### src/rtl/assoc_pkg.sv
// Shared command encodings for the associative search array.
package assoc_pkg;
    typedef enum logic [1:0] {
        SEL_KEY  = 2'd0,
        SEL_EN   = 2'd1,
        SEL_CUR  = 2'd2,
        SEL_PREV = 2'd3
    } reg_sel_e;

    typedef enum logic [1:0] {
        OP_NONE = 2'd0,
        OP_ONES = 2'd1,
        OP_ZERO = 2'd2,
        OP_LOAD = 2'd3
    } reg_op_e;
endpackage

### src/rtl/assoc_word_store.sv
// Word storage plus per-word compare logic.
// Assumes: accepted write/read strobes arrive already gated by the caller.
// SERIAL picks a full-width compare or a single-column compare at col_idx.
module assoc_word_store #(
    parameter int WORDS  = 8,
    parameter int WIDTH  = 8,
    parameter int SERIAL = 0,
    parameter int AW     = 3,
    parameter int IDXW   = 3
) (
    input  logic             clk,
    input  logic             rst_n,
    input  logic             wr_acc,
    input  logic             rd_acc,
    input  logic [AW-1:0]    addr,
    input  logic [WIDTH-1:0] wr_data,
    output logic [WIDTH-1:0] rd_data,
    input  logic [WIDTH-1:0] key,
    input  logic [WIDTH-1:0] col_en,
    input  logic [IDXW-1:0]  col_idx,
    output logic [WORDS-1:0] hit
);
    logic [WIDTH-1:0] mem [WORDS];

    // Storage update and registered read port.
    always_ff @(posedge clk) begin
        if (!rst_n) begin
            for (int i = 0; i < WORDS; i++) mem[i] <= '0;
            rd_data <= '0;
        end else begin
            if (wr_acc) mem[addr] <= wr_data;
            if (rd_acc) rd_data <= mem[addr];
        end
    end

    generate
        if (SERIAL != 0) begin : g_column
            // One column per step: disabled column passes every word.
            always_comb begin
                for (int i = 0; i < WORDS; i++)
                    hit[i] = ~col_en[col_idx] | ~(mem[i][col_idx] ^ key[col_idx]);
            end
        end else begin : g_full
            logic unused_idx;
            assign unused_idx = ^col_idx;
            // Every enabled column at once.
            always_comb begin
                for (int i = 0; i < WORDS; i++)
                    hit[i] = ~|((mem[i] ^ key) & col_en);
            end
        end
    endgenerate
endmodule

### src/rtl/assoc_step_ctrl.sv
// Search sequencer: counts STEPS compare cycles after an accepted start.
// Assumes start is only raised while not busy.
module assoc_step_ctrl #(
    parameter int STEPS = 1,
    parameter int IDXW  = 1
) (
    input  logic            clk,
    input  logic            rst_n,
    input  logic            start,
    output logic            busy,
    output logic [IDXW-1:0] step,
    output logic            last
);
    assign last = busy && (step == IDXW'(STEPS - 1));

    // Busy flag and step counter.
    always_ff @(posedge clk) begin
        if (!rst_n) begin
            busy <= 1'b0;
            step <= '0;
        end else if (start) begin
            busy <= 1'b1;
            step <= '0;
        end else if (last) begin
            busy <= 1'b0;
        end else if (busy) begin
            step <= step + 1'b1;
        end
    end

    AST_STEP_IN_RANGE: assert property (@(posedge clk) disable iff (!rst_n)
        busy |-> (int'(step) < STEPS));
endmodule

### src/rtl/assoc_first_hit.sv
// Lowest-index priority encoder over the match vector.
// Assumes nothing about the input; outputs index 0 when no bit is set.
module assoc_first_hit #(
    parameter int WORDS = 8,
    parameter int AW    = 3
) (
    input  logic [WORDS-1:0] vec,
    output logic             any,
    output logic [AW-1:0]    idx
);
    // Scan from the top so the lowest set bit wins.
    always_comb begin
        idx = '0;
        for (int i = WORDS - 1; i >= 0; i--)
            if (vec[i]) idx = AW'(i);
        any = |vec;
    end
endmodule

### src/rtl/assoc_search_array.sv
// Top of the masked associative search array.
// Holds the key, column-enable, current-match and previous-match registers.
// Assumes: single clock, synchronous active-low reset; SERIAL=1 walks columns.
module assoc_search_array #(
    parameter int WORDS  = 8,
    parameter int WIDTH  = 8,
    parameter int SERIAL = 0,
    localparam int AW    = (WORDS > 1) ? $clog2(WORDS) : 1
) (
    input  logic             clk,
    input  logic             rst_n,
    input  logic             wr_en,
    input  logic             rd_en,
    input  logic [AW-1:0]    addr,
    input  logic [WIDTH-1:0] wr_data,
    output logic [WIDTH-1:0] rd_data,
    input  logic [1:0]       reg_sel,
    input  logic [1:0]       reg_op,
    input  logic [WIDTH-1:0] reg_word,
    input  logic [WORDS-1:0] reg_pat,
    input  logic             search_go,
    output logic             busy,
    output logic [WORDS-1:0] match_vec,
    output logic [WORDS-1:0] prev_vec,
    output logic             result_valid,
    output logic             any_match,
    output logic [AW-1:0]    first_idx
);
    import assoc_pkg::*;

    localparam int STEPS = (SERIAL != 0) ? WIDTH : 1;
    localparam int IDXW  = (STEPS > 1) ? $clog2(STEPS) : 1;

    logic [WIDTH-1:0] key_q, en_q;
    logic [WORDS-1:0] hit;
    logic [IDXW-1:0]  step;
    logic             last, done_q, start, idle_ok, enc_any;
    logic [AW-1:0]    enc_idx;
    reg_sel_e         sel;
    reg_op_e          op;

    assign start   = search_go && !busy;
    assign idle_ok = !busy && !search_go;
    assign sel     = reg_sel_e'(reg_sel);
    assign op      = reg_op_e'(reg_op);

    assoc_step_ctrl #(.STEPS(STEPS), .IDXW(IDXW)) u_ctrl (
        .clk(clk), .rst_n(rst_n), .start(start),
        .busy(busy), .step(step), .last(last)
    );

    assoc_word_store #(.WORDS(WORDS), .WIDTH(WIDTH), .SERIAL(SERIAL),
                       .AW(AW), .IDXW(IDXW)) u_store (
        .clk(clk), .rst_n(rst_n),
        .wr_acc(wr_en && idle_ok), .rd_acc(rd_en && idle_ok),
        .addr(addr), .wr_data(wr_data), .rd_data(rd_data),
        .key(key_q), .col_en(en_q), .col_idx(step), .hit(hit)
    );

    assoc_first_hit #(.WORDS(WORDS), .AW(AW)) u_prio (
        .vec(match_vec), .any(enc_any), .idx(enc_idx)
    );

    // Key and column-enable registers: commands only when idle.
    always_ff @(posedge clk) begin
        if (!rst_n) begin
            key_q <= '0;
            en_q  <= '0;
        end else if (idle_ok && op != OP_NONE) begin
            if (sel == SEL_KEY)
                key_q <= (op == OP_ONES) ? '1 : (op == OP_ZERO) ? '0 : reg_word;
            if (sel == SEL_EN)
                en_q  <= (op == OP_ONES) ? '1 : (op == OP_ZERO) ? '0 : reg_word;
        end
    end

    // Current/previous match registers: preset on start, narrow while busy.
    always_ff @(posedge clk) begin
        if (!rst_n) begin
            match_vec <= '0;
            prev_vec  <= '0;
        end else if (start) begin
            prev_vec  <= match_vec;
            match_vec <= '1;
        end else if (busy) begin
            match_vec <= match_vec & hit;
        end else if (idle_ok && op != OP_NONE) begin
            if (sel == SEL_CUR)
                match_vec <= (op == OP_ONES) ? '1 : (op == OP_ZERO) ? '0 : reg_pat;
            if (sel == SEL_PREV)
                prev_vec  <= (op == OP_ONES) ? '1 : (op == OP_ZERO) ? '0 : reg_pat;
        end
    end

    // Priority result registered one cycle after the search completes.
    always_ff @(posedge clk) begin
        if (!rst_n) begin
            done_q       <= 1'b0;
            result_valid <= 1'b0;
            any_match    <= 1'b0;
            first_idx    <= '0;
        end else begin
            done_q       <= last;
            result_valid <= done_q;
            if (done_q) begin
                any_match <= enc_any;
                first_idx <= enc_idx;
            end
        end
    end

    AST_PRESET_ON_START: assert property (@(posedge clk) disable iff (!rst_n)
        $rose(busy) |-> (match_vec == '1));
    AST_PREV_CAPTURE: assert property (@(posedge clk) disable iff (!rst_n)
        $rose(busy) |-> (prev_vec == $past(match_vec)));
    AST_NO_NEW_MATCH: assert property (@(posedge clk) disable iff (!rst_n)
        $past(busy) |-> ((match_vec & ~$past(match_vec)) == '0));
    AST_RESULT_AFTER_DONE: assert property (@(posedge clk) disable iff (!rst_n)
        $fell(busy) |=> result_valid);
    AST_RESULT_PULSE: assert property (@(posedge clk) disable iff (!rst_n)
        result_valid |=> !result_valid);
    AST_READ_REFUSED: assert property (@(posedge clk) disable iff (!rst_n)
        (busy && rd_en) |=> $stable(rd_data));
endmodule

### config.mk
export PLATFORM = sky130hd
export DESIGN_NAME = assoc_search_array
export DESIGN_NICKNAME = d
export VERILOG_FILES = /design/src/rtl/assoc_pkg.sv /design/src/rtl/assoc_word_store.sv /design/src/rtl/assoc_step_ctrl.sv /design/src/rtl/assoc_first_hit.sv /design/src/rtl/assoc_search_array.sv
export SDC_FILE = /design/constraint.sdc
export NUM_CORES = 1
export LEC_CHECK = 0
export BUFFER_PORTS_ARGS = -buffer_cell sky130_fd_sc_hd__buf_4
export CORE_UTILIZATION = 45
export DETAILED_ROUTE_END_ITERATION = 6
export HOLD_SLACK_MARGIN = 0.05
export PLACE_DENSITY_LB_ADDON = 0.05
export SLEW_MARGIN = 20
export SYNTH_ARGS = -nofsm -noshare
export SYNTH_HDL_FRONTEND = slang
export SYNTH_SLANG_ARGS = --single-unit
### constraint.sdc
create_clock -name clk -period 2.94 [get_ports clk]
set_input_delay 0.441 -clock clk [delete_from_list [all_inputs] [get_ports clk]]
set_output_delay 0.441 -clock clk [all_outputs]
set_load 0.02 [all_outputs]
==> metrics, run 1 <==
cell breakdown of the critical path nor4b_2, nand2b_1, nor3_2, nand2b_1; die area 13600 um2; Worst Clk Skew 0.00664 ns; pin slew with the least headroom to its limit 0.850 ns; H-tree levels 3; Post-Route WL 16.0 mm; reg2reg start u_ctrl.busy$_SDFFE_PN0P_; Final TNS setup 0 ns; flop2flop setup slack 0.88 ns; multi-input gate area in the final layout 2810 um2; critical path peak fanout 10; leakage 2.80 nW; Post-CTS Hold Fix Bufs 0; nets@finish 635; vias 4489; kind of critical path reg -> reg; Remaining Overflow, GRT 0; area delta synth->final 14.8%; final setup violation count 0; MaxCap Viol Count 0; Initial Util 0.465; switching share of power 0.272; Synth Instances 556; Post-synth top flop edfxtp_1; largest net degree at the start of global routing 42; critical path capture point u_store.mem[0][4]$_SDFFCE_PN0P_; clock power share 0.342; internal power 2.63 mW; Seq pwr share 0.515; Synth Area per Inst 10.6 um2; Distinct cells, synth 48; Worst EP required 2.96 ns; CP arrival 2.09 ns; fmax 485 MHz; diode count 0; port bufs 65; initial antenna violation count 0; clock buffer depth 2; Async SR Flop Fraction 0; Yosys reg bits 112; die width 116 um; Reg-to-Reg End u_store.mem[0][4]$_SDFFCE_PN0P_; pwr/cell area 534 nW/um2; total CTS buffers 9; Worst-path clk slew 0.07 ns; final hold slack 0.338 ns; first-pass GRT wire length 24.1 mm; Final Critical Period 2.06 ns; Tot GR Track Use 0.249; Critical Path End Type flop; routed vias/inst 5.78; Setup crit start kind flop; max incr delay on CP 0.45 ns; Register-to-Register Path Depth 4; clk sinks 112; IO Count 66; routability cong. 0.841; layout cells sized above 1 0.169; Post-CTS Setup Bufs 0; switching power 0.982 mW; final hold vios 0; Core ar. 12700 um2; overall die height 116 um; run status finished, final reports clean; Iter 0 DRT Violations 434; Slowest-stage cell, CP dfxtp_1; Setup crit start u_ctrl.busy$_SDFFE_PN0P_; max-slew violation count 0; sequential fraction of the synthesis area 0.489; placed wire-length estimate 12.2 mm; vias in the first global route 4193; Peak VDD IR 0.271 mV; RSZ-0062 raised after global routing no; post-layout instance area 6760 um2; Post-DP Area 6460 um2; per-cell routed wire length 20.7 um; fin util 0.534; cell mode on critical path nand2b_1; Register Area 2880 um2; headroom to the max-slew limit 0.431; syn_nets 592; Root Buffer clkbuf_16; worst-skew pair later-pin latency 0.36 ns; synth warn 0; Post-synth EDFFs 64; logic gate share of total power 0.142; DR pass1 iterations 5; Hold WC Path Type in -> reg; row count 41; CTS tree done; mapped cell area 5890 um2; Final period util 0.701; Post-DRT Antenna Nets 0; post_cts resized 0; DRC violations left 0; Fillers 1150
==> routing by layer <==
layer | global-route usage | vias to the layer above | part of all wire
li1 | - | 2136 | -
met1 | 0.338 | 2139 | 0.46
met2 | 0.382 | 173 | 0.44
met3 | 0.0389 | 41 | 0.055
met4 | 0.135 | 0 | 0.038
met5 | 0 | - | 0
==> worst max-delay path, delay by kind of cell (launching register included) <==
kind | cells | cell delay, ns
DFF | 1 | 0.45
and+or+nand+nor | 4 | 1.29
==> synthesized netlist by cell type (2+ instances only) <==
master / instances / area share
a21o_1: 8 / 0.010
a22oi_1: 27 / 0.034
o32ai_1: 5 / 0.0074
buf_1: 7 / 0.0045
inv_2: 2 / 0.0013
nand2_1: 10 / 0.0064
dfxtp_1: 48 / 0.16
a211oi_2: 2 / 0.0042
buf_4: 2 / 0.0025
inv_1: 2 / 0.0013
nor2b_1: 2 / 0.0021
nand3b_1: 2 / 0.0025
and2_1: 66 / 0.070
buf_2: 11 / 0.0093
nand3_1: 11 / 0.0093
a222oi_1: 16 / 0.027
xor2_1: 64 / 0.095
nor3_2: 3 / 0.0051
nand4_1: 6 / 0.0064
nor3_1: 5 / 0.0042
edfxtp_1: 64 / 0.33
nand2b_1: 17 / 0.018
nor2_1: 46 / 0.029
o221ai_1: 3 / 0.0045
a211oi_1: 14 / 0.018
a221oi_1: 3 / 0.0045
o22ai_1: 16 / 0.017
mux2i_1: 26 / 0.044
buf_6: 2 / 0.0038
o21ai_0: 13 / 0.011
a21oi_1: 18 / 0.015
nor2_4: 2 / 0.0038
clkbuf_1: 18 / 0.011
==> sequential cells by signal, summed over array words and instances (netlist names), 3 cells and up <==
register and flops:
prev_vec 8, u_store.mem 64, en_q 8, first_idx 3, match_vec 8, key_q 8
u_store.rd_data 8
==> layout by cell type (no fill, tap or decap), drive strengths merged, types with 5 or more instances in the layout <==
cell type | Yosys | final
buf | 22 | 73
and2 | 67 | 67
xor2 | 64 | 64
edfxtp | 64 | 64
dfxtp | 48 | 48
nor2 | 48 | 48
a22oi | 27 | 27
mux2i | 26 | 26
a21oi | 18 | 18
nand2b | 17 | 17
a222oi | 16 | 16
o22ai | 16 | 16
a211oi | 16 | 16
o21ai | 13 | 13
nand3 | 11 | 11
nand2 | 10 | 10
clkbuf | 19 | 10
a21o | 8 | 8
nor3 | 8 | 8
nand4 | 6 | 6
inv | 4 | 6
o32ai | 5 | 5
==> logic make-up after synthesis <==
| logic type | Yosys count | synth area share |
|---|---|---|
| flops | 112 | 0.489 |
| xor+xnor | 64 | 0.0951 |
| simple gates | 179 | 0.175 |
| compound gates | 130 | 0.161 |
| mux | 26 | 0.0442 |
| buf+inv | 45 | 0.0350 |
==> per-stage QoR <==
stage | worst slack [ns] | std cells | total power, mW
floorplan | 0.754 | 556 | 2.18
global placement | 0.785 | 760 | 2.39
detailed placement | 0.686 | 760 | 2.40
CTS | 0.894 | 776 | 3.62
global route | 0.634 | 776 | 3.75
finish | 0.879 | 776 | 3.61
==> worst min-delay path by stage <==
stage / start / slack, ns / to / cells past startpoint
2_1_floorplan: u_ctrl.step$_SDFFE_PP0P_ / 0.41 / done_q$_SDFF_PN0_ / 1
3_3_place_gp: first_idx[1]$_SDFFE_PN0P_ / 0.46 / first_idx[1]$_SDFFE_PN0P_ / 2
3_5_place_dp: first_idx[1]$_SDFFE_PN0P_ / 0.46 / first_idx[1]$_SDFFE_PN0P_ / 2
4_1_cts: search_go / 0.32 / u_ctrl.step$_SDFFE_PP0P_ / 2
5_1_grt: search_go / 0.33 / u_ctrl.step$_SDFFE_PP0P_ / 2
6_report: search_go / 0.34 / u_ctrl.step$_SDFFE_PP0P_ / 2
==> cell type report <==
type,instances,area share
Sequential cell,112,0.426
Timing Repair Buffer,73,0.0811
Clock inverter,6,0.00981
Clock buffer,10,0.0339
Tap cell,172,0.0318
Inverter,4,0.00222
Multi-Input combinational cell,399,0.415
==> power by group through the flow <==
stage | Combinational, mW | Sequential (mW) | Clock [mW]
after floorplan | 0.320 | 1.86 | 0
after global placement | 0.501 | 1.89 | 0
after detailed placement | 0.512 | 1.89 | 0
after CTS | 0.514 | 1.86 | 1.25
after global routing | 0.562 | 1.87 | 1.32
final | 0.513 | 1.86 | 1.24
(Power assumes the default switching activity.)
==> inputs of run 2 (changes only) <==
==> constraint.sdc (replaced) <==
create_clock -name clk -period 1.94 [get_ports clk]
set_input_delay 0.291 -clock clk [delete_from_list [all_inputs] [get_ports clk]]
set_output_delay 0.291 -clock clk [all_outputs]
set_load 0.02 [all_outputs]
==> metrics, run 2 (synthesis gave the netlist of run 1 again) <==
run status finished, final reports clean; largest net degree at the start of global routing 42; worst-skew pair later-pin latency 0.35 ns; clock buffer depth 2; total CTS buffers 9; switching power 1.47 mW; Peak VDD IR 0.395 mV; MaxCap Viol Count 0; clk sinks 112; max-slew violation count 0; H-tree levels 3; Remaining Overflow, GRT 0; Initial Util 0.465; Post-CTS Hold Fix Bufs 0; kind of critical path reg -> reg; most frequent cells in the layout buf_4 (93), and2_1 (66), xor2_1 (64), edfxtp_1 (64), dfxtp_1 (48); Worst Clk Skew 0.0118 ns; clock power share 0.351; flop2flop setup slack 0.17 ns; Tot GR Track Use 0.261; post-layout instance area 6950 um2; post_cts resized 0; placed wire-length estimate 12.8 mm; per-cell routed wire length 21.1 um; critical path peak fanout 10; first-pass GRT wire length 25.5 mm; overall die height 116 um; Post-CTS Setup Bufs 0; pwr/cell area 807 nW/um2; DR pass1 iterations 5; nets@finish 656; Setup crit start kind flop; diode count 0; internal power 4.14 mW; WHS Endpoint u_ctrl.step$_SDFFE_PP0P_; Final Critical Period 1.77 ns; die area 13600 um2; vias 4709; Core ar. 12700 um2; CP arrival 1.98 ns; CTS tree done; Hold WC Path Type in -> reg; headroom to the max-slew limit 0.465; switching share of power 0.263; Iter 0 DRT Violations 529; Post-DRT Antenna Nets 0; IO Count 66; Final period util 0.910; die width 116 um; Seq pwr share 0.501; Worst EP required 2.15 ns; Worst-path clk slew 0.06 ns; largest reg by FF count u_store.mem; min-delay src search_go; routed vias/inst 5.91; routability cong. 0.882; Reg-to-Reg End match_vec[6]$_SDFFE_PN0P_; pin slew with the least headroom to its limit 0.801 ns; Post-DP Area 6640 um2; final hold vios 0; Total Power 5.61 mW; fmax 566 MHz; layout cells sized above 1 0.195; final setup violation count 0; leakage 2.92 nW; RSZ-0062 raised after global routing no; vias in the first global route 4420; commonest non-fill, non-tap cell in the layout buf_4; reg2reg start u_ctrl.busy$_SDFFE_PN0P_; area delta synth->final 18.0%; Critical Path End Type flop; Root Buffer clkbuf_16; hold path depth 2; initial antenna violation count 0; port bufs 65; Post-Route WL 16.8 mm; Register-to-Register Path Depth 6; DRC violations left 0; logic gate share of total power 0.148; row count 41; Largest register FFs 64
[run 2: changes by cell type in the layout (fill, tap and decap cells not counted), sizes merged]
cell      previous run  this run
buf                 73        94
clkbuf              10        12
bufinv               1         2
clkinv               2         1
clkinvlp             1         0
inv                  6         5
[run 2: power by group through the flow]
stage / registers [mW] / clock network (mW) / logic [mW]
after floorplan: 2.83 / 0 / 0.485
after global placement: 2.86 / 0 / 0.807
after detailed placement: 2.86 / 0 / 0.826
after CTS: 2.80 / 2.00 / 0.829
after global routing: 2.82 / 2.10 / 0.900
final: 2.81 / 1.97 / 0.831
[run 2: worst max-delay path, cell delays in order (launching register included)]
cell     delay [ns]
dfxtp_1        0.32
buf_4          0.17
nor2_1         0.15
o31a_1         0.54
nor2_4         0.15
a22oi_1        0.20
o22ai_1        0.10
[run 2: per-stage QoR]
step	TNS (ns)	instances	util	hold slack [ns]	setup slack, ns
after floorplan	-5.00	556	-	0.370	-0.105
after global placement	-0.0355	781	0.524	0.461	-0.0119
after detailed placement	0	781	0.524	0.465	0.0961
after CTS	0	797	0.549	0.170	0.163
after global routing	0	797	0.549	0.170	0.0980
final	0	797	0.549	0.181	0.174
[run 2: cell type report]
class | instances | area (um2)
Tap cell | 172 | 215
Sequential cell | 112 | 2880
Fill cell | 1160 | 5720
Timing Repair Buffer | 94 | 718
Clock buffer | 12 | 236
Clock inverter | 4 | 77.6
Inverter | 4 | 15.0
Multi-Input combinational cell | 399 | 2810
[run 2: routing by layer]
layer  share of wire  track usage  vias up
met1            0.45        0.355     2254
li1                -            -     2173
met4           0.027        0.103        0
met2            0.46        0.413      248
met3           0.069       0.0441       34
met5               0            0        -
[run 2: worst max path at each step]
stage	from	end	slack [ns]	cells past startpoint
final	u_ctrl.busy$_SDFFE_PN0P_	match_vec[6]$_SDFFE_PN0P_	0.17	6
after global routing	u_ctrl.busy$_SDFFE_PN0P_	u_store.mem[4][2]$_SDFFCE_PN0P_	0.1	6
after CTS	u_ctrl.busy$_SDFFE_PN0P_	match_vec[6]$_SDFFE_PN0P_	0.16	6
after detailed placement	rst_n	u_store.mem[1][1]$_SDFFCE_PN0P_	0.1	8
after global placement	reg_op[1]	match_vec[0]$_SDFFE_PN0P_	-0.01	6
after floorplan	u_ctrl.busy$_SDFFE_PN0P_	u_store.mem[6][0]$_SDFFCE_PN0P_	-0.11	4
==> inputs of run 3 (changes only) <==
==> constraint.sdc (replaced) <==
create_clock -name clk -period 1.7 [get_ports clk]
set_input_delay 0.255 -clock clk [delete_from_list [all_inputs] [get_ports clk]]
set_output_delay 0.255 -clock clk [all_outputs]
set_load 0.02 [all_outputs]
==> metrics, run 3 (synthesis gave the netlist of run 1 again) <==
run status finished with violations; failing checks negative setup slack; Largest register FFs 64; total CTS buffers 9; max incr delay on CP 0.38 ns; kind of critical path reg -> reg; CTS tree done; vias in the first global route 4309; die area 13600 um2; Slowest-stage cell, CP nor4b_4; first-pass GRT wire length 24.8 mm; Iter 0 DRT Violations 463; Register Area 2880 um2; port bufs 65; cell mode on critical path buf_4; routed vias/inst 5.76; pwr/cell area 913 nW/um2; Remaining Overflow, GRT 0; DR pass1 iterations 6; most frequent cells in the layout buf_4 (104), and2_1 (65), xor2_1 (64), edfxtp_1 (64), dfxtp_1 (47); Worst-path clk slew 0.08 ns; Setup crit start kind flop; Worst Clk Skew 0.00662 ns; Total Power 6.50 mW; Tot GR Track Use 0.254; diode count 0; routability cong. 0.874; Final period util 1.00; leakage 3.00 nW; Hold WC Path Type in -> reg; H-tree levels 3; layout cells sized above 1 0.226; per-cell routed wire length 20.3 um; Post-DRT Antenna Nets 0; die width 116 um; critical path peak fanout 8; Post-Route WL 16.4 mm; RSZ-0062 raised after global routing yes; pin slew with the least headroom to its limit 0.676 ns; Core ar. 12700 um2; Fillers 1098; cell breakdown of the critical path nor4b_4, nand2b_1, buf_4, o21ai_1, buf_4; Root Buffer clkbuf_16; CP arrival 1.77 ns; nets@finish 668; Worst EP required 1.77 ns; area delta synth->final 20.8%; IO Count 66; Final Critical Period 1.71 ns; Post-CTS Setup Bufs 0; Non-Filler Instances 809; largest net degree at the start of global routing 42; fmax 585 MHz; row count 41; final setup violation count 8; clock buffer depth 2; max-slew violation count 0; Initial Util 0.465; Worst path top cell family by delay simple AND/OR/NAND/NOR gates; initial antenna violation count 0; DRC violations left 0; commonest non-fill, non-tap cell in the layout buf_4; Post-CTS Hold Fix Bufs 0; overall die height 116 um; Critical Path End Type flop; clk sinks 112; placed wire-length estimate 12.7 mm; MaxCap Viol Count 0; Worst Setup Slack, final -0.00836 ns; placed cell count 793; Peak VDD IR 0.506 mV; vias 4661; largest reg by FF count u_store.mem; multi-input gate area in the final layout 2850 um2; final hold vios 0; headroom to the max-slew limit 0.547; Crit path buffers/inverters 2; worst-skew pair later-pin latency 0.36 ns; final hold slack 0.221 ns
==> run 3: cell count changes in the layout (fill, tap and decap cells not counted), sizes merged <==
cell,before,now
buf,94,106
clkinvlp,0,1
clkbuf,12,9
inv,5,7
==> run 3: tightest hold or removal path: cells and delay by family <==
kind	cells	cell delay, ns
buffers and inverters	2	0.23
and+or+nand+nor	1	0.05
==> run 3: per-stage QoR <==
step / cell area, um2 / util / setup TNS (ns) / setup slack (ns)
global route: 7120 / 0.562 / -1.46 / -0.0657
detailed placement: 6780 / 0.535 / -1.87 / -0.0977
finish: 7120 / 0.562 / -0.0510 / -0.00836
CTS: 7110 / 0.561 / 0 / 0.00819
floorplan: 5930 / - / -5.06 / -0.104
global placement: 6770 / 0.535 / -3.77 / -0.166
==> run 3: path summary, 6_finish.rpt <==
kind	from	end	slack, ns	cells after the start
hold reg to reg	first_idx[1]$_SDFFE_PN0P_	first_idx[1]$_SDFFE_PN0P_	0.47	2
setup / recovery	u_ctrl.busy$_SDFFE_PN0P_	u_store.mem[2][5]$_SDFFCE_PN0P_	-0.008	5
hold / removal	search_go	u_ctrl.step$_SDFFE_PP0P_	0.22	3
setup reg to reg	u_ctrl.busy$_SDFFE_PN0P_	u_store.mem[2][5]$_SDFFCE_PN0P_	-0.008	5
==> run 3: power by group <==
part           internal (mW)  switching, mW
Clock                   1.31           1.02
Combinational          0.433          0.546
Sequential              3.00          0.183
Total                   4.75           1.75
==> run 3: final cells by class <==
| class | count | share of cell area |
|---|---|---|
| multi-input combinational | 399 | 0.401 |
| timing repair buffer | 106 | 0.115 |
| tap | 172 | 0.0302 |
| sequential | 112 | 0.405 |
| clock buffer | 9 | 0.0316 |
| clock inverter | 7 | 0.0144 |
| inverter | 4 | 0.00211 |
==> run 3: routing by layer <==
layer | track usage | share of wire
met1 | 0.354 | 0.45
met2 | 0.394 | 0.45
met4 | 0.115 | 0.030
met5 | 0 | 0
met3 | 0.0327 | 0.064
==> run 3: timing repair <==
| action | in CTS | in global routing |
|---|---|---|
| setup endpoints to repair | 23 | 32 |
| hold endpoints to repair | 0 | 0 |
| pin swaps | 1 | 0 |
| gates resized for setup | 3 | 2 |
